$ cat config.mk
export PLATFORM = sky130hd
export DESIGN_NAME = sdram_cmd_ctrl
export DESIGN_NICKNAME = d
export VERILOG_FILES = /design/src/rtl/sdram_cmd_pkg.sv /design/src/rtl/sdram_cmd_decode.sv /design/src/rtl/sdram_bank_table.sv /design/src/rtl/sdram_burst_track.sv /design/src/rtl/sdram_cmd_ctrl.sv
export SDC_FILE = /design/constraint.sdc
export NUM_CORES = 1
export LEC_CHECK = 0
export ABC_CLOCK_PERIOD_IN_PS = 2400
export CAP_MARGIN = 10
export CORE_MARGIN = 8
export CORE_UTILIZATION = 24
export DETAILED_ROUTE_END_ITERATION = 8
export GPL_ROUTABILITY_DRIVEN = 0
export HOLD_SLACK_MARGIN = 0.1
export SLEW_MARGIN = 30
export SYNTH_ARGS = -nofsm -noshare
export SYNTH_HDL_FRONTEND = slang
export SYNTH_HIERARCHICAL = 1
export SYNTH_SLANG_ARGS = --single-unit
$ cat constraint.sdc
create_clock -name clk -period 2.4 [get_ports clk]
set_input_delay 0.24 -clock clk [delete_from_list [all_inputs] [get_ports clk]]
set_output_delay 0.24 -clock clk [all_outputs]
set_load 0.005 [all_outputs]
$ cat src/rtl/sdram_cmd_pkg.sv
package sdram_cmd_pkg;

  typedef enum logic [2:0] {
    CMD_NOP = 3'd0,
    CMD_ACT = 3'd1,
    CMD_RD  = 3'd2,
    CMD_WR  = 3'd3,
    CMD_PRE = 3'd4,
    CMD_REF = 3'd5
  } cmd_kind_e;

  // Active-low strobe pattern to command kind
  function automatic cmd_kind_e decode_pins(input logic ras_n, input logic cas_n,
                                            input logic we_n);
    cmd_kind_e k;
    case ({ras_n, cas_n, we_n})
      3'b011:  k = CMD_ACT;
      3'b101:  k = CMD_RD;
      3'b100:  k = CMD_WR;
      3'b010:  k = CMD_PRE;
      3'b001:  k = CMD_REF;
      default: k = CMD_NOP;
    endcase
    return k;
  endfunction

  function automatic logic is_column_cmd(input cmd_kind_e k);
    return (k == CMD_RD) || (k == CMD_WR);
  endfunction

endpackage

$ cat src/rtl/sdram_cmd_decode.sv
module sdram_cmd_decode
  import sdram_cmd_pkg::*;
(
  input  logic      cke,
  input  logic      cs_n,
  input  logic      ras_n,
  input  logic      cas_n,
  input  logic      we_n,
  output cmd_kind_e kind,
  output logic      take,
  output logic      lp
);

  assign kind = decode_pins(ras_n, cas_n, we_n);
  assign lp   = ~cke;
  assign take = cke & ~cs_n & (kind != CMD_NOP);

endmodule

$ cat src/rtl/sdram_bank_table.sv
module sdram_bank_table #(
  parameter int NUM_BANKS = 4,
  parameter int ROW_W     = 11
) (
  input  logic                              clk,
  input  logic                              rst_n,
  input  logic [NUM_BANKS-1:0]              set_mask,
  input  logic [NUM_BANKS-1:0]              clr_mask,
  input  logic [ROW_W-1:0]                  row_in,
  output logic [NUM_BANKS-1:0]              open_q,
  output logic [NUM_BANKS-1:0][ROW_W-1:0]   rows_q
);

  for (genvar b = 0; b < NUM_BANKS; b++) begin : g_bank
    always_ff @(posedge clk or negedge rst_n) begin
      if (!rst_n) begin
        open_q[b] <= 1'b0;
        rows_q[b] <= '0;
      end else begin
        if (clr_mask[b]) open_q[b] <= 1'b0;
        if (set_mask[b]) begin
          open_q[b] <= 1'b1;
          rows_q[b] <= row_in;
        end
      end
    end
  end

endmodule

$ cat src/rtl/sdram_burst_track.sv
module sdram_burst_track #(
  parameter int BURST_CYC = 4,
  parameter int BANK_W    = 2
) (
  input  logic              clk,
  input  logic              rst_n,
  input  logic              start,
  input  logic              start_ap,
  input  logic [BANK_W-1:0] start_bank,
  input  logic              cancel,
  output logic              active,
  output logic              ap_pend,
  output logic [BANK_W-1:0] ap_bank,
  output logic              close_evt
);

  localparam int CNT_W = $clog2(BURST_CYC + 1);

  logic [CNT_W-1:0] cnt_q;

  assign active    = (cnt_q != '0);
  // pending close fires at natural end or when a new burst interrupts
  assign close_evt = ap_pend & (start | (cnt_q == CNT_W'(1)));

  always_ff @(posedge clk or negedge rst_n) begin
    if (!rst_n) begin
      cnt_q   <= '0;
      ap_pend <= 1'b0;
      ap_bank <= '0;
    end else if (start) begin
      cnt_q   <= CNT_W'(BURST_CYC);
      ap_pend <= start_ap;
      ap_bank <= start_bank;
    end else begin
      if (cnt_q != '0) cnt_q <= cnt_q - CNT_W'(1);
      if (close_evt || cancel) ap_pend <= 1'b0;
    end
  end

endmodule

$ cat src/rtl/sdram_cmd_ctrl.sv
module sdram_cmd_ctrl
  import sdram_cmd_pkg::*;
#(
  parameter int NUM_BANKS = 4,
  parameter int ROW_W     = 11,
  parameter int COL_W     = 8,
  parameter int AP_BIT    = 8,
  parameter int BURST_LEN = 8
) (
  input  logic                          clk,
  input  logic                          rst_n,
  input  logic                          cke,
  input  logic                          cs_n,
  input  logic                          ras_n,
  input  logic                          cas_n,
  input  logic                          we_n,
  input  logic [$clog2(NUM_BANKS)-1:0]  ba,
  input  logic [ROW_W-1:0]              addr,
  output logic                          cmd_valid,
  output logic                          illegal,
  output logic [2:0]                    cmd_kind,
  output logic [$clog2(NUM_BANKS)-1:0]  cmd_bank,
  output logic [ROW_W-1:0]              cmd_row,
  output logic [COL_W-1:0]              cmd_col,
  output logic                          cmd_flag,
  output logic [NUM_BANKS-1:0]          bank_open,
  output logic                          burst_active,
  output logic                          lp_req
);

  localparam int BANK_W    = $clog2(NUM_BANKS);
  localparam int BURST_CYC = (BURST_LEN / 2 > 0) ? BURST_LEN / 2 : 1;

  function automatic logic [NUM_BANKS-1:0] bank_onehot(input logic [BANK_W-1:0] b);
    logic [NUM_BANKS-1:0] m;
    m    = '0;
    m[b] = 1'b1;
    return m;
  endfunction

  // decoded command
  cmd_kind_e kind;
  logic      take, lp;

  sdram_cmd_decode u_decode (
    .cke  (cke),
    .cs_n (cs_n),
    .ras_n(ras_n),
    .cas_n(cas_n),
    .we_n (we_n),
    .kind (kind),
    .take (take),
    .lp   (lp)
  );

  // bank state
  logic [NUM_BANKS-1:0]            open_q;
  logic [NUM_BANKS-1:0][ROW_W-1:0] rows_q;
  logic [NUM_BANKS-1:0]            set_mask, clr_mask, pre_mask, close_mask;

  // burst state, exposed as named events
  logic              ap_pend, close_evt, burst_on;
  logic [BANK_W-1:0] ap_bank;
  logic              burst_start, ap_cancel;

  logic sel_open, ap_hit, bad, go, rej, ap_bit;

  assign sel_open = open_q[ba];
  assign ap_hit   = ap_pend & (ap_bank == ba);
  assign ap_bit   = addr[AP_BIT];

  always_comb begin
    case (kind)
      CMD_ACT: bad = sel_open;
      CMD_RD,
      CMD_WR:  bad = ~sel_open | ap_hit;
      CMD_REF: bad = |open_q;
      default: bad = 1'b0;
    endcase
  end

  assign go  = take & ~bad;
  assign rej = take & bad;

  assign set_mask    = (go && kind == CMD_ACT) ? bank_onehot(ba) : '0;
  assign pre_mask    = (go && kind == CMD_PRE) ? (ap_bit ? '1 : bank_onehot(ba)) : '0;
  assign close_mask  = close_evt ? bank_onehot(ap_bank) : '0;
  assign clr_mask    = pre_mask | close_mask;
  assign burst_start = go & is_column_cmd(kind);
  assign ap_cancel   = go & (kind == CMD_PRE) & (ap_bit | (ba == ap_bank));

  sdram_bank_table #(
    .NUM_BANKS(NUM_BANKS),
    .ROW_W    (ROW_W)
  ) u_banks (
    .clk     (clk),
    .rst_n   (rst_n),
    .set_mask(set_mask),
    .clr_mask(clr_mask),
    .row_in  (addr),
    .open_q  (open_q),
    .rows_q  (rows_q)
  );

  sdram_burst_track #(
    .BURST_CYC(BURST_CYC),
    .BANK_W   (BANK_W)
  ) u_burst (
    .clk       (clk),
    .rst_n     (rst_n),
    .start     (burst_start),
    .start_ap  (ap_bit),
    .start_bank(ba),
    .cancel    (ap_cancel),
    .active    (burst_on),
    .ap_pend   (ap_pend),
    .ap_bank   (ap_bank),
    .close_evt (close_evt)
  );

  // registered command report
  always_ff @(posedge clk or negedge rst_n) begin
    if (!rst_n) begin
      cmd_valid <= 1'b0;
      illegal   <= 1'b0;
      cmd_kind  <= 3'(CMD_NOP);
      cmd_bank  <= '0;
      cmd_row   <= '0;
      cmd_col   <= '0;
      cmd_flag  <= 1'b0;
      lp_req    <= 1'b0;
    end else begin
      cmd_valid <= go;
      illegal   <= rej;
      lp_req    <= lp;
      cmd_kind  <= take ? 3'(kind) : 3'(CMD_NOP);
      if (take) begin
        cmd_bank <= ba;
        cmd_flag <= (is_column_cmd(kind) || kind == CMD_PRE) ? ap_bit : 1'b0;
        if (kind == CMD_ACT) cmd_row <= addr;
        if (is_column_cmd(kind)) begin
          cmd_row <= rows_q[ba];
          cmd_col <= addr[COL_W-1:0];
        end
      end
    end
  end

  assign bank_open    = open_q;
  assign burst_active = burst_on;

endmodule

# ---- After elaboration in Yosys (flattened, before gate mapping)
# Index checks and enable logic that the tools add are counted.
dict set report word_totals {
  word_cells 104
  mem_bits_rw 0
  register_bits 82
  inputBits 20
  output_inout_bits 33
  rom_bits 0
  memories 0
  latchBits 0
}
dict set report classes {
  bitwise_logic 17
  reduce_logical 20
  mul 0
  n_eq_ne 13
  div_mod_pow 0
  n_shift 0
  addsub 1
  mux 30
  magnitude_cmp 4
}
# cell count
set op_table {}
lappend op_table {{2-to-1 mux 11 bit} 3}
lappend op_table {{binary-select mux 11 bit (select 2 bit)} 1}
lappend op_table {{2-to-1 mux 4 bit} 4}
lappend op_table {{one-hot mux 3 bit (5 select lines)} 1}
lappend op_table {{2-to-1 mux 1 bit} 14}
lappend op_table {{nonzero test 2 bit} 7}
lappend op_table {{equality test 3 x 2 -> 1 bit (second input constant)} 4}
lappend op_table {{equality test 3 bit (second input constant)} 4}
lappend op_table {{AND 1 bit} 9}
lappend op_table {{equality test 3 x 1 -> 1 bit (second input constant)} 3}
lappend op_table {{2-to-1 mux 3 bit} 3}
lappend op_table {{< comparator 2 x 3 -> 1 bit (second input constant)} 2}
lappend op_table {{nonzero test 3 bit} 2}
lappend op_table {{demux 1 bit (select 2 bit)} 2}
lappend op_table {{equality test 2 bit} 2}
lappend op_table {{>= comparator 2 x 1 -> 1 bit (second input constant)} 2}
lappend op_table {{logical AND 1 bit} 4}
lappend op_table {{NOT 1 bit} 4}
lappend op_table {{bitwise OR 4 bit} 1}
lappend op_table {{AND reduction 2 bit} 2}
lappend op_table {{OR reduction 4 bit} 1}
lappend op_table {{logical OR 1 bit} 3}
lappend op_table {{bitwise OR 1 bit} 3}
lappend op_table {{one-hot mux 1 bit (3 select lines)} 1}
lappend op_table {{other kinds (3)} 3}

# ---- Longest topological paths before layout
# Gate-level depths: netlist of run 1.
dict set report depth {
  word_depth 14
  mapped_depth 14
  ltp_nobuf 11
}

# ---- Modules after synthesis
# The synthesis of run 1 kept the hierarchy.
# module cells_per_inst seq_area_each_um2 area_each_um2 n_inst
set by_module_without_submodules {}
lappend by_module_without_submodules {sdram_bank_table 104 1201.2 1926.8 1}
lappend by_module_without_submodules {sdram_cmd_ctrl 126 700.7 1691.6 1}
lappend by_module_without_submodules {sdram_burst_track 28 150.1 325.3 1}
lappend by_module_without_submodules {sdram_cmd_decode 8 0.0 60.1 1}

# ---- Worst setup path after synthesis of run 1
# Ideal clock, no wire load.
dict set report synth_path {
  path_kind {input to register}
  startpoint {in cke}
  endpoint {reg u_banks.open_q[0]}
  t_required_ps 2281
  arrival_ps 2137
  setup_time_ps 119
  slack_ps 145
  cell_stages 12
  n_path_buf 2
  path_cell_list {inv_1 -> a2111oi_2 -> clkbuf_1 -> nand2_1 -> nor2_1 -> buf_6 -> nor2_1 -> nor2_1 -> inv_1 -> o32ai_1 -> inv_1 -> a21o_2}
}
dict set report synth_via {
  elab_chain_len 9
  elab_cells_between_ends 14
}
# element line
set synth_lines {}
lappend synth_lines {{start, declared} sdram_cmd_ctrl.sv:12} ;# input logic cke,
lappend synth_lines {{AND 1 bit (2 in a row)} sdram_cmd_decode.sv:16} ;# assign take = cke & ~cs_n & (kind != CMD_NOP);
lappend synth_lines {{named net take} sdram_cmd_ctrl.sv:43} ;# logic take, lp;
lappend synth_lines {{AND 1 bit} sdram_cmd_ctrl.sv:82} ;# assign go = take & ~bad;
lappend synth_lines {{AND 1 bit} sdram_cmd_ctrl.sv:89} ;# assign burst_start = go & is_column_cmd(kind);
lappend synth_lines {{named net burst_start} sdram_cmd_ctrl.sv:64} ;# logic burst_start, ap_cancel;
lappend synth_lines {{bitwise OR 1 bit} sdram_burst_track.sv:23} ;# assign close_evt = ap_pend & (start | (cnt_q == CNT_W'(1)));
lappend synth_lines {{AND 1 bit} sdram_burst_track.sv:23}
lappend synth_lines {{named net close_evt} sdram_cmd_ctrl.sv:62} ;# logic ap_pend, close_evt, burst_on;
lappend synth_lines {{2-to-1 mux 4 bit} sdram_cmd_ctrl.sv:87} ;# assign close_mask = close_evt ? bank_onehot(ap_bank) : '0;
lappend synth_lines {{bitwise OR 4 bit} sdram_cmd_ctrl.sv:88} ;# assign clr_mask = pre_mask | close_mask;
lappend synth_lines {{named net clr_mask[0]} sdram_cmd_ctrl.sv:59} ;# logic [NUM_BANKS-1:0] set_mask, clr_mask, pre_mask, close_mask;
lappend synth_lines {{nonzero test 2 bit (no line)} n/a}
lappend synth_lines {{end signal, assigned by index} sdram_bank_table.sv:17} ;# open_q[b] <= 1'b0;
lappend synth_lines {{end signal, assigned by index} sdram_bank_table.sv:20} ;# if (clr_mask[b]) open_q[b] <= 1'b0;
lappend synth_lines {{end signal, assigned by index} sdram_bank_table.sv:22} ;# open_q[b] <= 1'b1;
lappend synth_lines {{end, declared} sdram_bank_table.sv:10} ;# output logic [NUM_BANKS-1:0] open_q,
# The timed path passes the listed nets, and every way through them passes these cells.
# A chain may end at the register's enable or synchronous reset.

# ---- Worst setup path after layout of run 1
dict set report layout_path {
  startpoint {reg u_banks.open_q[3]}
  endpoint {reg u_banks/rows_q[7] (netlist name)}
}
dict set report layout_via {
  elab_chain_len 9
  elab_cells_between_ends 10
}
# element line
set layout_lines {}
lappend layout_lines {{binary-select mux 1 bit (select 2 bit)} sdram_cmd_ctrl.sv:68} ;# assign sel_open = open_q[ba];
lappend layout_lines {{2-to-1 mux 1 bit (not written as such)} sdram_cmd_ctrl.sv:68}
lappend layout_lines {{NOT 1 bit} sdram_cmd_ctrl.sv:76} ;# CMD_WR: bad = ~sel_open | ap_hit;
lappend layout_lines {{bitwise OR 1 bit} sdram_cmd_ctrl.sv:76}
lappend layout_lines {{one-hot mux 1 bit (3 select lines) (*)} sdram_cmd_ctrl.sv:73} ;# case (kind)
lappend layout_lines {{NOT 1 bit (*)} sdram_cmd_ctrl.sv:82}
lappend layout_lines {{AND 1 bit (*)} sdram_cmd_ctrl.sv:82}
lappend layout_lines {{logical AND 1 bit (*)} sdram_cmd_ctrl.sv:85} ;# assign set_mask = (go && kind == CMD_ACT) ? bank_onehot(ba) : '0;
lappend layout_lines {{2-to-1 mux 4 bit (*)} sdram_cmd_ctrl.sv:85}
lappend layout_lines {{named net set_mask[0]} sdram_cmd_ctrl.sv:59}
lappend layout_lines {{end signal, assigned by index} sdram_bank_table.sv:23} ;# rows_q[b] <= row_in;
lappend layout_lines {{end, declared} sdram_bank_table.sv:11} ;# output logic [NUM_BANKS-1:0][ROW_W-1:0] rows_q
# Mark *: on every way through the listed nets, which the timed path passes. The rest lies on a longest branch. The select of a mux whose other input is x is not followed.

==> report_table.html, run 1 <==
<table>
<tr><th>Metric</th><th>Value</th></tr>
<tr><th colspan="2">Outcome</th></tr>
<tr><td>Outcome</td><td>finished clean</td></tr>
<tr><th colspan="2">Pwr</th></tr>
<tr><td>Power per standard cell area</td><td>approximately 800 mW/mm2</td></tr>
<tr><td>Leakage</td><td>roughly 2.3 nW</td></tr>
<tr><td>Worst supply voltage drop on vdd</td><td>roughly 0.34 mV</td></tr>
<tr><th colspan="2">Timing</th></tr>
<tr><td>Crit share post-route</td><td>96.35%</td></tr>
<tr><td>Timing-limited maximum frequency</td><td>about 430 MHz</td></tr>
<tr><td>Setup-violating endpoint count in the final report</td><td>0</td></tr>
<tr><td>Setup ws final</td><td>roughly 0.09 ns</td></tr>
<tr><td>Final slew viol count</td><td>0</td></tr>
<tr><td>Hold Violations, Final</td><td>0</td></tr>
<tr><td>Hold_ws</td><td>between 0.4 and 0.5 ns</td></tr>
<tr><td>Tightest slew margin relative to the limit</td><td>between 60% and 70%</td></tr>
<tr><td>Setup clock skew after layout</td><td>slightly above 0.004 ns</td></tr>
<tr><td>Unrepaired setup endpoints after global routing</td><td>false</td></tr>
<tr><td>Aggregate negative setup slack</td><td>0 ns</td></tr>
<tr><td>Tightest Pin Transition</td><td>0.5227 ns</td></tr>
<tr><td>Post-layout min period</td><td>~2.3 ns</td></tr>
<tr><th colspan="2">Setup path</th></tr>
<tr><td>Launching element type of the critical path</td><td>register</td></tr>
<tr><td>Total number of cells along the worst setup path</td><td>5</td></tr>
<tr><td>Endpoint type of the worst setup path</td><td>register</td></tr>
<tr><td>Chain of cells forming the critical path</td><td>mux4_2 -&gt; or4b_4 -&gt; nor3_4 -&gt; buf_6 -&gt; mux2_4</td></tr>
<tr><td>Beginning of the critical path</td><td>u_banks/open_q[3]</td></tr>
<tr><td>Critical Path Slowest Stage Cell</td><td>sky130_fd_sc_hd__or4b_4</td></tr>
<tr><td>Number of cells traversed by the worst register-to-register path</td><td>5</td></tr>
<tr><td>FF-to-FF Start</td><td>u_banks/open_q[3]</td></tr>
<tr><td>Critical path data arrival time</td><td>2.53 ns</td></tr>
<tr><td>Worst setup path class</td><td>reg2reg</td></tr>
<tr><td>Buffering stage count on the worst path with inverters included</td><td>1</td></tr>
<tr><td>Category of cells accounting for the largest share of critical-path delay</td><td>multiplexers</td></tr>
<tr><td>Crit-path max cell delay</td><td>roughly 0.56 ns</td></tr>
<tr><td>Data required time of the worst path</td><td>roughly 2.6 ns</td></tr>
<tr><td>Top fanout value on the critical path</td><td>6</td></tr>
<tr><th colspan="2">Logic synthesis</th></tr>
<tr><td>Mapped Nets</td><td>289</td></tr>
<tr><td>Area share of fa/ha/maj cells after synthesis</td><td>less than 1%</td></tr>
<tr><td>Synth Area in Simple Gates</td><td>under 10%</td></tr>
<tr><td>Ys async rst share</td><td>between 90% and 100%</td></tr>
<tr><td>Prevailing post-synth register cell</td><td>sky130_fd_sc_hd__dfrtp_1</td></tr>
<tr><td>Flops &amp; latches, synth</td><td>82</td></tr>
<tr><td>Average cell area after synthesis</td><td>~15 um2</td></tr>
<tr><td>Count of yosys warnings during synthesis</td><td>6</td></tr>
<tr><td>Gate count after technology mapping</td><td>roughly 270</td></tr>
<tr><td>Compound-cell area share of the yosys netlist</td><td>4.906%</td></tr>
<tr><td>Proportion of synthesized area in mux cells</td><td>32.72%</td></tr>
<tr><td>Xor and xnor area share after synthesis</td><td>0.8750%</td></tr>
<tr><td>Number of distinct library cell variants in the gate-level netlist after synthesis</td><td>39</td></tr>
<tr><td>Portion of the post-synthesis area used by sequential elements</td><td>51.25%</td></tr>
<tr><td>Number of enable-type register cells in the synthesized netlist</td><td>0</td></tr>
<tr><td>Netlist area before placement</td><td>about 0.0040 mm2</td></tr>
<tr><td>Largest family of logic cells by synthesized area</td><td>multiplexers</td></tr>
<tr><th colspan="2">Clocking</th></tr>
<tr><td>Maximum root-to-sink buffer count</td><td>2</td></tr>
<tr><td>Maximum level of the CTS H-tree</td><td>3</td></tr>
<tr><td>CTS Root Buffer Type</td><td>sky130_fd_sc_hd__clkbuf_16</td></tr>
<tr><td>Clock latency reported for the late side of the worst-skew pair</td><td>roughly 0.33 ns</td></tr>
<tr><td>Clock buffer count from CTS</td><td>9</td></tr>
<tr><td>Clock transition time at the flip-flop clock pins of the worst setup and hold paths</td><td>approximately 0.060 ns</td></tr>
<tr><td>Clock tree from TritonCTS</td><td>built</td></tr>
<tr><td>Total clock sinks</td><td>slightly above 80</td></tr>
<tr><th colspan="2">Placement</th></tr>
<tr><td>Post-Place Worst Slack</td><td>-0.4297 ns</td></tr>
<tr><td>Number of buffer cells added on primary ports</td><td>52</td></tr>
<tr><td>Detailed placer's ending HPWL</td><td>approximately 6.4 mm</td></tr>
<tr><th colspan="2">Drt</th></tr>
<tr><td>Total routed wirelength</td><td>9.154 mm</td></tr>
<tr><td>First drt pass iteration count</td><td>4</td></tr>
<tr><td>Count of antenna-violating nets left after detailed routing</td><td>0</td></tr>
<tr><td>Drt via density</td><td>4.237</td></tr>
<tr><td>Wire length per cell after detailed routing</td><td>~16 um</td></tr>
<tr><td>DR vias</td><td>2436</td></tr>
<tr><td>DRC errors left</td><td>0</td></tr>
<tr><td>1st-iter DRT viols</td><td>105</td></tr>
<tr><th colspan="2">GRT</th></tr>
<tr><td>Vias in the first global route</td><td>between 2000 and 3000</td></tr>
<tr><td>Total overflow reported by the global router</td><td>0</td></tr>
<tr><td>GRT Resource Usage Total</td><td>under 10%</td></tr>
<tr><td>Pin count of the biggest net entering global routing</td><td>38</td></tr>
<tr><td>Global-route wire length before repair</td><td>approximately 15 mm</td></tr>
<tr><td>Initial antenna violation count</td><td>0</td></tr>
<tr><th colspan="2">Layout</th></tr>
<tr><td>Antenna diode count</td><td>0</td></tr>
<tr><td>Share of post-route cells with drive strength above 1</td><td>43.10%</td></tr>
<tr><td>Final Core Density</td><td>around a third</td></tr>
<tr><td>Area Growth Syn to Fin</td><td>31.69%</td></tr>
<tr><td># nets final</td><td>373</td></tr>
<tr><th colspan="2">Floorplanning</th></tr>
<tr><td>Ports</td><td>53</td></tr>
<tr><td>Die Ht</td><td>approximately 150 um</td></tr>
<tr><td>Area of the die</td><td>0.02107 mm2</td></tr>
<tr><td>Starting density of the core</td><td>around 24%</td></tr>
<tr><td>Area of the placeable core</td><td>0.01647 mm2</td></tr>
<tr><td>DIE WIDTH</td><td>145.2 um</td></tr>
<tr><td>Number of standard-cell rows in the floorplan</td><td>47</td></tr>
<tr><th colspan="2">Worst hold path</th></tr>
<tr><td>Worst hold path class</td><td>in2async</td></tr>
<tr><th colspan="2">Run</th></tr>
<tr><td>Maximum Capacitance Violations</td><td>0</td></tr>
</table>
report_power, final:
part	switching, mW	internal, mW
Combinational	0.384	0.731
Clock	0.553	0.706
Sequential	0.167	1.68
Total	1.10	3.11
per-stage QoR:
step,area (um2),cells,power (mW)
finish,5273,575,4.217
global route,5273,575,4.455
CTS,5266,575,4.282
detailed placement,4936,557,2.994
global placement,4936,557,2.949
floorplan,4004,266,2.437
flip-flops by register name, indices dropped and copies added (netlist names):
name	count
cmd_bank	2
cmd_col	8
cmd_flag	1
cmd_kind	3
cmd_row	11
cmd_valid	1
illegal	1
lp_req	1
u_banks/open_q	4
u_banks/rows_q	44
u_burst/ap_bank	2
u_burst/ap_pend	1
u_burst/cnt_q	3
layout make-up:
class                           count  area [um2]
Fill cell                        1635       11190
Sequential cell                    82        2052
Multi-Input combinational cell    156        1819
Timing Repair Buffer               86       795.8
Tap cell                          220       275.3
Clock buffer                       11       232.7
Inverter                           15       56.30
Clock inverter                      5       41.29
synthesized netlist by cell type (2+ instances only):
cell type | instances | area [um2]
sky130_fd_sc_hd__dfrtp_1 | 82 | 2052
sky130_fd_sc_hd__mux2_2 | 43 | 484.2
sky130_fd_sc_hd__mux2_4 | 36 | 540.5
sky130_fd_sc_hd__inv_1 | 15 | 56.30
sky130_fd_sc_hd__nor2_1 | 9 | 33.78
sky130_fd_sc_hd__buf_6 | 8 | 90.09
sky130_fd_sc_hd__mux4_2 | 8 | 180.2
sky130_fd_sc_hd__a21oi_1 | 7 | 35.03
sky130_fd_sc_hd__nand2_1 | 5 | 18.77
sky130_fd_sc_hd__a21o_2 | 4 | 35.03
sky130_fd_sc_hd__and2_1 | 4 | 25.02
sky130_fd_sc_hd__buf_2 | 4 | 20.02
sky130_fd_sc_hd__mux4_1 | 4 | 105.1
sky130_fd_sc_hd__nor3_2 | 4 | 40.04
sky130_fd_sc_hd__ha_1 | 3 | 37.54
sky130_fd_sc_hd__o21ai_0 | 3 | 15.01
sky130_fd_sc_hd__nor2b_1 | 2 | 12.51
sky130_fd_sc_hd__o31ai_1 | 2 | 15.01
sky130_fd_sc_hd__xnor2_1 | 2 | 17.52
sky130_fd_sc_hd__xor2_1 | 2 | 17.52
repair_timing:
action                                  CTS  global route
pin swaps                                 2             4
hold buffers                              1             0
endpoints found under the setup margin   24            19
setup buffers                             1             0
endpoints found under the hold margin    34             0
gates resized for setup                  11             2
gates cloned                              0             0
metal layers:
metal | track usage, % | vias up | part of all wire (%)
li1 | - | 1132 | -
met1 | 10.31 | 1253 | 45
met2 | 14.67 | 41 | 48
met3 | 3.762 | 10 | 6.3
met4 | 3.175 | 0 | 1.4
met5 | 0 | - | 0
cell usage in the layout, fill, tap and decap left out, drive strengths merged, types with 7 or more instances in the layout:
cell type,instances
a21oi,7
nor2,9
mux4,12
clkbuf,11
clkdlybuf4s50,48
dfrtp,82
inv,15
mux2,79
buf,34
final timing paths:
| kind | slack (ns) | to |
|---|---|---|
| max | 0.09 | u_banks/rows_q[7] |
| min in group clk | 0.46 | lp_req |
| min reg2reg | 0.49 | cmd_flag |
| max reg2reg | 0.09 | u_banks/rows_q[7] |
| max in group asynchronous | 1.35 | u_banks/rows_q[17] |
| min | 0.42 | u_banks/rows_q[15] |
cell families after synthesis:
family	after synthesis
flip-flops	82
buffers and inverters	28
AO/OA/AOI/OAI	25
multiplexers	91
AND/OR/NAND/NOR	33
XOR/XNOR	4
adder cells (fa/ha/maj)	3
worst reg2reg max path: stages, from the launching register on:
cell                      delay [ns]
sky130_fd_sc_hd__dfrtp_1        0.38
sky130_fd_sc_hd__mux4_2         0.52
sky130_fd_sc_hd__or4b_4         0.56
sky130_fd_sc_hd__nor3_4         0.23
sky130_fd_sc_hd__buf_6          0.19
sky130_fd_sc_hd__mux2_4         0.31
No activity file was read; power rests on OpenSTA's default activity.
==> run 2, diff against run 1 <==
CORE_ASPECT_RATIO = 0.8   (was unset)
MAX_ROUTING_LAYER = met4   (was unset)
==> report_table.html, run 2 (synthesized netlist as in run 1, its figures left out) <==
<table>
<tr><th>Metric</th><th>Value</th></tr>
<tr><th colspan="2">Floorplanning</th></tr>
<tr><td>DIE WIDTH</td><td>160.4 um (+11%)</td></tr>
<tr><td>Die Ht</td><td>131.5 um (-9.4%)</td></tr>
<tr><td>Starting density of the core</td><td>24.34% (+0.026 points)</td></tr>
<tr><td>Ports</td><td>53 (unchanged)</td></tr>
<tr><td>Number of standard-cell rows in the floorplan</td><td>42 (-11%)</td></tr>
<tr><td>Area of the die</td><td>0.02110 mm2 (+0.12%)</td></tr>
<tr><td>Area of the placeable core</td><td>0.01645 mm2 (-0.11%)</td></tr>
<tr><th colspan="2">Layout</th></tr>
<tr><td>Largest register by flop count</td><td>u_banks/rows_q</td></tr>
<tr><td>Post-route non-filler standard cell count</td><td>575 (unchanged)</td></tr>
<tr><td>Most frequent standard cell in the layout excluding fill and tap cells</td><td>sky130_fd_sc_hd__dfrtp_1</td></tr>
<tr><td>Flip-flop count of the largest register, all copies and words added</td><td>44 (unchanged)</td></tr>
<tr><td>Most frequent cells in the layout</td><td>sky130_fd_sc_hd__dfrtp_1 (82), sky130_fd_sc_hd__clkdlybuf4s50_1 (48), sky130_fd_sc_hd__mux2_2 (41)</td></tr>
<tr><td>Final instance area</td><td>0.005361 mm2 (+1.7%)</td></tr>
<tr><td>Area Growth Syn to Fin</td><td>33.91%</td></tr>
<tr><td>Registers with the highest flip-flop counts</td><td>u_banks/rows_q: 44 flops, cmd_row: 11 flops, cmd_col: 8 flops</td></tr>
<tr><td># nets final</td><td>372 (-0.27%)</td></tr>
<tr><td>Share of post-route cells with drive strength above 1</td><td>43.50% (+0.40 points)</td></tr>
<tr><th colspan="2">GRT</th></tr>
<tr><td>Total overflow reported by the global router</td><td>0 (unchanged)</td></tr>
<tr><td>GRT Resource Usage Total</td><td>9.606% (+0.65 points)</td></tr>
<tr><td>Pin count of the biggest net entering global routing</td><td>44 (+16%)</td></tr>
<tr><td>Initial antenna violation count</td><td>1 (+1)</td></tr>
<tr><td>Vias in the first global route</td><td>2668 (-1.9%)</td></tr>
<tr><td>Global-route wire length before repair</td><td>15.24 mm (+1.7%)</td></tr>
<tr><th colspan="2">Clocking</th></tr>
<tr><td>CTS Root Buffer Type</td><td>sky130_fd_sc_hd__clkbuf_16</td></tr>
<tr><td>Clock buffer count from CTS</td><td>9 (unchanged)</td></tr>
<tr><td>Maximum level of the CTS H-tree</td><td>3 (unchanged)</td></tr>
<tr><td>Clock transition time at the flip-flop clock pins of the worst setup and hold paths</td><td>0.06 ns (about the same)</td></tr>
<tr><td>Total clock sinks</td><td>82 (unchanged)</td></tr>
<tr><td>Clock tree from TritonCTS</td><td>built</td></tr>
<tr><td>Maximum root-to-sink buffer count</td><td>2 (unchanged)</td></tr>
<tr><td>Clock latency reported for the late side of the worst-skew pair</td><td>0.35 ns (+0.02 ns)</td></tr>
<tr><th colspan="2">Setup path</th></tr>
<tr><td>Critical path data arrival time</td><td>2.64 ns (+0.11 ns)</td></tr>
<tr><td>Buffering stage count on the worst path with inverters included</td><td>1 (unchanged)</td></tr>
<tr><td>Critical Path Slowest Stage Cell</td><td>sky130_fd_sc_hd__or4b_4</td></tr>
<tr><td>Crit-path max cell delay</td><td>0.61 ns (+0.05 ns)</td></tr>
<tr><td>Worst setup path class</td><td>reg2reg</td></tr>
<tr><td>Top fanout value on the critical path</td><td>7 (+1)</td></tr>
<tr><td>Chain of cells forming the critical path</td><td>mux4_2 -&gt; or4b_4 -&gt; nor3_4 -&gt; buf_6 -&gt; mux2_4</td></tr>
<tr><td>Endpoint type of the worst setup path</td><td>register</td></tr>
<tr><td>Category of cells accounting for the largest share of critical-path delay</td><td>simple AND/OR/NAND/NOR gates</td></tr>
<tr><td>Number of cells traversed by the worst register-to-register path</td><td>5 (unchanged)</td></tr>
<tr><td>Total number of cells along the worst setup path</td><td>5 (unchanged)</td></tr>
<tr><td>Launching element type of the critical path</td><td>register</td></tr>
<tr><td>Data required time of the worst path</td><td>2.63 ns (+0.02 ns)</td></tr>
<tr><th colspan="2">Timing</th></tr>
<tr><td>Crit share post-route</td><td>100.2% (+3.9 points)</td></tr>
<tr><td>Timing-limited maximum frequency</td><td>415.8 MHz (-3.9%)</td></tr>
<tr><td>Tightest slew margin relative to the limit</td><td>59.88% (-5.3 points)</td></tr>
<tr><td>Hold_ws</td><td>0.3688 ns (-0.05188 ns)</td></tr>
<tr><td>Hold Violations, Final</td><td>0 (unchanged)</td></tr>
<tr><td>Post-layout min period</td><td>2.405 ns (+0.09260 ns)</td></tr>
<tr><td>Final slew viol count</td><td>0 (unchanged)</td></tr>
<tr><td>Setup ws final</td><td>-0.005078 ns (-0.09260 ns)</td></tr>
<tr><td>Setup-violating endpoint count in the final report</td><td>3 (+3)</td></tr>
<tr><td>Setup clock skew after layout</td><td>0.009450 ns (+0.005303 ns)</td></tr>
<tr><td>Unrepaired setup endpoints after global routing</td><td>true</td></tr>
<tr><td>Tightest Pin Transition</td><td>0.6018 ns (+0.07913 ns)</td></tr>
<tr><th colspan="2">Pwr</th></tr>
<tr><td>Leakage</td><td>2.374 nW (+2.4%)</td></tr>
<tr><td>Power per standard cell area</td><td>838.8 mW/mm2 (+4.9%)</td></tr>
<tr><td>Overall power</td><td>4.497 mW (+6.7%)</td></tr>
<tr><td>Worst supply voltage drop on vdd</td><td>0.3639 mV (+8.6%)</td></tr>
<tr><th colspan="2">Placement</th></tr>
<tr><td>Number of buffer cells added on primary ports</td><td>52 (unchanged)</td></tr>
<tr><td>Placement-stage cell area</td><td>0.004941 mm2 (+0.10%)</td></tr>
<tr><td>Detailed placer's ending HPWL</td><td>6.486 mm (+1.1%)</td></tr>
<tr><td>Inst Count DP</td><td>556 (-0.18%)</td></tr>
<tr><td>Post-Place Worst Slack</td><td>-0.3803 ns (+0.04945 ns)</td></tr>
<tr><th colspan="2">Drt</th></tr>
<tr><td>Wire length per cell after detailed routing</td><td>16.32 um (+2.5%)</td></tr>
<tr><td>DR vias</td><td>2456 (+0.82%)</td></tr>
<tr><td>First drt pass iteration count</td><td>4 (unchanged)</td></tr>
<tr><td>Drt via density</td><td>4.271 (+0.82%)</td></tr>
<tr><td>1st-iter DRT viols</td><td>126 (+20%)</td></tr>
<tr><td>DRC errors left</td><td>0 (unchanged)</td></tr>
<tr><td>Count of antenna-violating nets left after detailed routing</td><td>0 (unchanged)</td></tr>
<tr><td>Total routed wirelength</td><td>9.383 mm (+2.5%)</td></tr>
<tr><th colspan="2">Outcome</th></tr>
<tr><td>Violated checks</td><td>setup timing</td></tr>
<tr><td>Outcome</td><td>finished, violations left</td></tr>
<tr><th colspan="2">Worst hold path</th></tr>
<tr><td>Hold path depth</td><td>3</td></tr>
<tr><td>Worst hold path class</td><td>in2reg</td></tr>
<tr><th colspan="2">Run</th></tr>
<tr><td>Maximum Capacitance Violations</td><td>0 (unchanged)</td></tr>
</table>
==> run 2: cell types whose count changed in the layout (fill, tap and decap cells not counted), moves of 2 or more <==
cell,before,now
sky130_fd_sc_hd__dlymetal6s2s_1,0,3
sky130_fd_sc_hd__buf_6,3,6
sky130_fd_sc_hd__buf_4,30,25
sky130_fd_sc_hd__bufinv_16,0,2
sky130_fd_sc_hd__dlygate4sd2_1,3,0
sky130_fd_sc_hd__clkbuf_1,2,0
==> run 2: area by class of cell <==
type,count,area [um2]
antenna,1,2.502
clock inverter,7,101.3
fill,1626,11090
sequential,82,2052
inverter,15,56.30
tap,220,275.3
multi-input combinational,156,1826
clock buffer,9,225.2
timing repair buffer,85,823.3
==> run 2: timing repair <==
action	in CTS	in global routing
hold endpoints to repair	42	0
endpoints found under the setup margin	5	42
pin swaps	0	4
hold buffers	1	0
resized for setup	0	17
buffers inserted	0	1
==> run 2: routing by layer <==
metal	up-vias	track usage (%)	part of all wire (%)
met4	0	3.731	1.8
li1	1132	-	-
met1	1267	11.43	47
met5	-	-	0
met2	44	14.01	45
met3	13	4.276	6.4
==> run 2: where the power goes <==
group	internal, mW	switching (mW)
logic	0.740	0.388
registers	1.67	0.171
clock network	0.918	0.604
==> run 2: tightest hold or removal path, cell delays in order <==
cell	delay (ns)
sky130_fd_sc_hd__dlymetal6s2s_1	0.18
sky130_fd_sc_hd__a2111oi_4	0.10
sky130_fd_sc_hd__and2_4	0.15
==> run 2: stage by stage <==
| stage | setup TNS (ns) | util, % |
|---|---|---|
| after global routing | -0.6271 | 32.60 |
| final | -0.009307 | 32.60 |
| after CTS | -0.01020 | 32.09 |
| after detailed placement | -15.54 | 30.04 |
| after global placement | -13.51 | 30.04 |
| after floorplan | 0 | - |
==> run 2: final timing paths <==
check	slack [ns]	endpoint	startpoint
setup reg to reg	-0.005	u_banks/rows_q[19]	u_banks/open_q[0]
hold reg to reg	0.50	cmd_col[4]	cmd_col[4]
min in group asynchronous	0.45	cmd_col[5]	rst_n
hold / removal	0.37	cmd_kind[0]	cas_n
setup / recovery	-0.005	u_banks/rows_q[19]	u_banks/open_q[0]
max in group asynchronous	1.31	u_banks/rows_q[38]	rst_n
==> run 3, diff against run 2 <==
GPL_ROUTABILITY_DRIVEN = unset   (was 0)
SKIP_LAST_GASP = 1   (was unset)
SLEW_MARGIN = 20   (was 30)
==> report_table.html, run 3 (synthesized netlist as in run 1, its figures left out) <==
<table>
<tr><th>Metric</th><th>Value</th></tr>
<tr><th colspan="2">Outcome</th></tr>
<tr><td>Outcome</td><td>finished, violations left</td></tr>
<tr><td>Violated checks</td><td>setup timing</td></tr>
<tr><th colspan="2">Layout</th></tr>
<tr><td>Area Growth Syn to Fin</td><td>33.81% (about the same)</td></tr>
<tr><td>Share of post-route cells with drive strength above 1</td><td>43.50% (unchanged)</td></tr>
<tr><td>Final Core Density</td><td>32.57% (about the same)</td></tr>
<tr><td>Count of fill cells added during filler insertion</td><td>1626 (unchanged)</td></tr>
<tr><td>Largest register by flop count</td><td>u_banks/rows_q</td></tr>
<tr><td>Flip-flop count of the largest register, all copies and words added</td><td>44 (unchanged)</td></tr>
<tr><td># nets final</td><td>372 (unchanged)</td></tr>
<tr><td>Post-route non-filler standard cell count</td><td>575 (unchanged)</td></tr>
<tr><td>Final instance area</td><td>0.005358 mm2 (about the same)</td></tr>
<tr><td>Most frequent cells in the layout</td><td>sky130_fd_sc_hd__dfrtp_1 (82), sky130_fd_sc_hd__clkdlybuf4s50_1 (48), sky130_fd_sc_hd__mux2_2 (41)</td></tr>
<tr><td>Registers with the highest flip-flop counts</td><td>u_banks/rows_q: 44 flops, cmd_row: 11 flops, cmd_col: 8 flops</td></tr>
<tr><td>Most frequent standard cell in the layout excluding fill and tap cells</td><td>sky130_fd_sc_hd__dfrtp_1</td></tr>
<tr><th colspan="2">Placement</th></tr>
<tr><td>Number of buffer cells added on primary ports</td><td>52 (unchanged)</td></tr>
<tr><td>Detailed placer's ending HPWL</td><td>6.486 mm (unchanged)</td></tr>
<tr><td>Placer Congestion</td><td>0.7822</td></tr>
<tr><td>Inst Count DP</td><td>556 (unchanged)</td></tr>
<tr><td>Placement-stage cell area</td><td>0.004941 mm2 (unchanged)</td></tr>
<tr><td>Post-Place Worst Slack</td><td>-0.3803 ns (unchanged)</td></tr>
<tr><th colspan="2">Worst hold path</th></tr>
<tr><td>Worst hold path class</td><td>in2reg</td></tr>
<tr><th colspan="2">Drt</th></tr>
<tr><td>Wire length per cell after detailed routing</td><td>16.31 um (about the same)</td></tr>
<tr><td>Total routed wirelength</td><td>9.376 mm (about the same)</td></tr>
<tr><td>1st-iter DRT viols</td><td>115 (-8.7%)</td></tr>
<tr><td>DRC errors left</td><td>0 (unchanged)</td></tr>
<tr><td>Count of antenna-violating nets left after detailed routing</td><td>0 (unchanged)</td></tr>
<tr><td>DR vias</td><td>2456 (unchanged)</td></tr>
<tr><td>First drt pass iteration count</td><td>5 (+1)</td></tr>
<tr><td>Drt via density</td><td>4.271 (unchanged)</td></tr>
<tr><th colspan="2">Timing</th></tr>
<tr><td>Setup ws final</td><td>-0.006524 ns (-0.001445 ns)</td></tr>
<tr><td>Timing-limited maximum frequency</td><td>415.5 MHz (about the same)</td></tr>
<tr><td>Tightest slew margin relative to the limit</td><td>59.77% (-0.11 points)</td></tr>
<tr><td>Setup-violating endpoint count in the final report</td><td>4 (+1)</td></tr>
<tr><td>Crit share post-route</td><td>100.3% (about the same)</td></tr>
<tr><td>Unrepaired setup endpoints after global routing</td><td>true</td></tr>
<tr><td>Tightest Pin Transition</td><td>0.6034 ns (+0.001597 ns)</td></tr>
<tr><td>Setup clock skew after layout</td><td>0.009734 ns (+0.0002840 ns)</td></tr>
<tr><td>Final slew viol count</td><td>0 (unchanged)</td></tr>
<tr><td>Post-layout min period</td><td>2.407 ns (+0.001445 ns)</td></tr>
<tr><td>Aggregate negative setup slack</td><td>-0.01422 ns (-0.004908 ns)</td></tr>
<tr><td>Hold Violations, Final</td><td>0 (unchanged)</td></tr>
<tr><th colspan="2">Setup path</th></tr>
<tr><td>Crit-path max cell delay</td><td>0.61 ns (about the same)</td></tr>
<tr><td>Launching element type of the critical path</td><td>register</td></tr>
<tr><td>Critical Path Slowest Stage Cell</td><td>sky130_fd_sc_hd__or4b_4</td></tr>
<tr><td>Top fanout value on the critical path</td><td>7 (unchanged)</td></tr>
<tr><td>Chain of cells forming the critical path</td><td>mux4_2 -&gt; or4b_4 -&gt; nor3_4 -&gt; buf_6 -&gt; mux2_4</td></tr>
<tr><td>Worst setup path class</td><td>reg2reg</td></tr>
<tr><td>Critical path data arrival time</td><td>2.63 ns (about the same)</td></tr>
<tr><td>Data required time of the worst path</td><td>2.63 ns (about the same)</td></tr>
<tr><td>Endpoint type of the worst setup path</td><td>register</td></tr>
<tr><th colspan="2">Clocking</th></tr>
<tr><td>Clock buffer count from CTS</td><td>9 (unchanged)</td></tr>
<tr><td>Clock tree from TritonCTS</td><td>built</td></tr>
<tr><td>CTS Root Buffer Type</td><td>sky130_fd_sc_hd__clkbuf_16</td></tr>
<tr><td>Total clock sinks</td><td>82 (unchanged)</td></tr>
<tr><td>Clock latency reported for the late side of the worst-skew pair</td><td>0.35 ns (about the same)</td></tr>
<tr><td>Maximum root-to-sink buffer count</td><td>2 (unchanged)</td></tr>
<tr><td>Clock transition time at the flip-flop clock pins of the worst setup and hold paths</td><td>0.06 ns (about the same)</td></tr>
<tr><td>Maximum level of the CTS H-tree</td><td>3 (unchanged)</td></tr>
<tr><th colspan="2">GRT</th></tr>
<tr><td>Pin count of the biggest net entering global routing</td><td>44 (unchanged)</td></tr>
<tr><td>GRT Resource Usage Total</td><td>9.606% (unchanged)</td></tr>
<tr><td>Global-route wire length before repair</td><td>15.24 mm (unchanged)</td></tr>
<tr><td>Initial antenna violation count</td><td>1 (unchanged)</td></tr>
<tr><td>Vias in the first global route</td><td>2668 (unchanged)</td></tr>
<tr><td>Total overflow reported by the global router</td><td>0 (unchanged)</td></tr>
<tr><th colspan="2">Pwr</th></tr>
<tr><td>Sequential share of power</td><td>41.1% (about the same)</td></tr>
<tr><td>Switch share</td><td>25.83% (-0.042 points)</td></tr>
<tr><td>Leakage</td><td>2.373 nW (about the same)</td></tr>
<tr><td>Combinational Power Share</td><td>25.1% (about the same)</td></tr>
<tr><td>Power share of the clock group</td><td>33.9% (about the same)</td></tr>
<tr><td>Net load switching power</td><td>1.161 mW (-0.23%)</td></tr>
<tr><td>Int Power</td><td>3.333 mW (about the same)</td></tr>
<tr><td>Power per standard cell area</td><td>838.8 mW/mm2 (about the same)</td></tr>
<tr><td>Worst supply voltage drop on vdd</td><td>0.3639 mV (about the same)</td></tr>
<tr><th colspan="2">Floorplanning</th></tr>
<tr><td>Die Ht</td><td>131.5 um (unchanged)</td></tr>
<tr><td>Ports</td><td>53 (unchanged)</td></tr>
<tr><td>Starting density of the core</td><td>24.34% (unchanged)</td></tr>
<tr><td>DIE WIDTH</td><td>160.4 um (unchanged)</td></tr>
<tr><td>Area of the placeable core</td><td>0.01645 mm2 (unchanged)</td></tr>
<tr><td>Area of the die</td><td>0.02110 mm2 (unchanged)</td></tr>
<tr><td>Number of standard-cell rows in the floorplan</td><td>42 (unchanged)</td></tr>
<tr><th colspan="2">Run</th></tr>
<tr><td>Maximum Capacitance Violations</td><td>0 (unchanged)</td></tr>
</table>
==> run 3: cell count changes in the layout (fill, tap and decap cells not counted) <==
cell,delta
sky130_fd_sc_hd__buf_6,-1
sky130_fd_sc_hd__buf_4,+1
==> run 3: final timing paths <==
path,start,end,slack (ns),cells past startpoint
worst min register to register,cmd_col[4],cmd_col[4],0.50,1
max in group asynchronous,rst_n,u_banks/rows_q[19],1.31,3
min in group asynchronous,rst_n,cmd_col[5],0.45,2
worst max-delay path,u_banks/open_q[0],u_banks/rows_q[19],-0.007,5
worst max register to register,u_banks/open_q[0],u_banks/rows_q[19],-0.007,5
worst min-delay path,cas_n,cmd_kind[0],0.37,3
==> run 3: layer usage <==
layer	track usage, %	vias to the layer above	share of wire [%]
li1	-	1130	-
met1	11.43	1252	46
met2	14.01	59	45
met3	4.276	15	6.7
met4	3.731	0	1.9
met5	-	-	0
==> run 3: power groups by stage <==
stage               combinational (mW)  clock [mW]  sequential (mW)
floorplan                        0.594           0             1.84
global placement                  1.10           0             1.85
detailed placement                1.13           0             1.87
CTS                               1.14        1.57             1.85
global route                      1.23        1.62             1.89
finish                            1.13        1.52             1.85
==> run 3: critical path, delay by kind of cell, from the launching register on <==
| family | cells | cell delay, ns |
|---|---|---|
| and+or+nand+nor | 2 | 0.89 |
| muxes | 2 | 0.82 |
| DFF | 1 | 0.38 |
| buffers and inverters | 1 | 0.20 |
==> run 3: per-stage QoR <==
stage                     hold WS (ns)  total power [mW]
after global placement          0.2815             2.952
after global routing            0.3717             4.731
final                           0.3704             4.494
after detailed placement        0.3013             2.998
after floorplan               -0.05559             2.437
after CTS                       0.4045             4.558
==> run 3: what timing repair did <==
action,CTS,global route
buffers inserted,0,1
endpoints found under the hold margin,42,0
hold buffers,1,0
resized for setup,0,16
pin swaps,0,4
setup endpoints to repair,5,42
==> run 3: final cells by class <==
class / instances / area (um2) / share of cell area, %
tap: 220 / 275.3 / 5.138
inverter: 15 / 56.30 / 1.051
antenna: 1 / 2.502 / 0.04671
timing repair buffer: 85 / 819.5 / 15.30
multi-input combinational: 156 / 1826 / 34.07
sequential: 82 / 2052 / 38.30
clock inverter: 7 / 101.3 / 1.892
clock buffer: 9 / 225.2 / 4.204
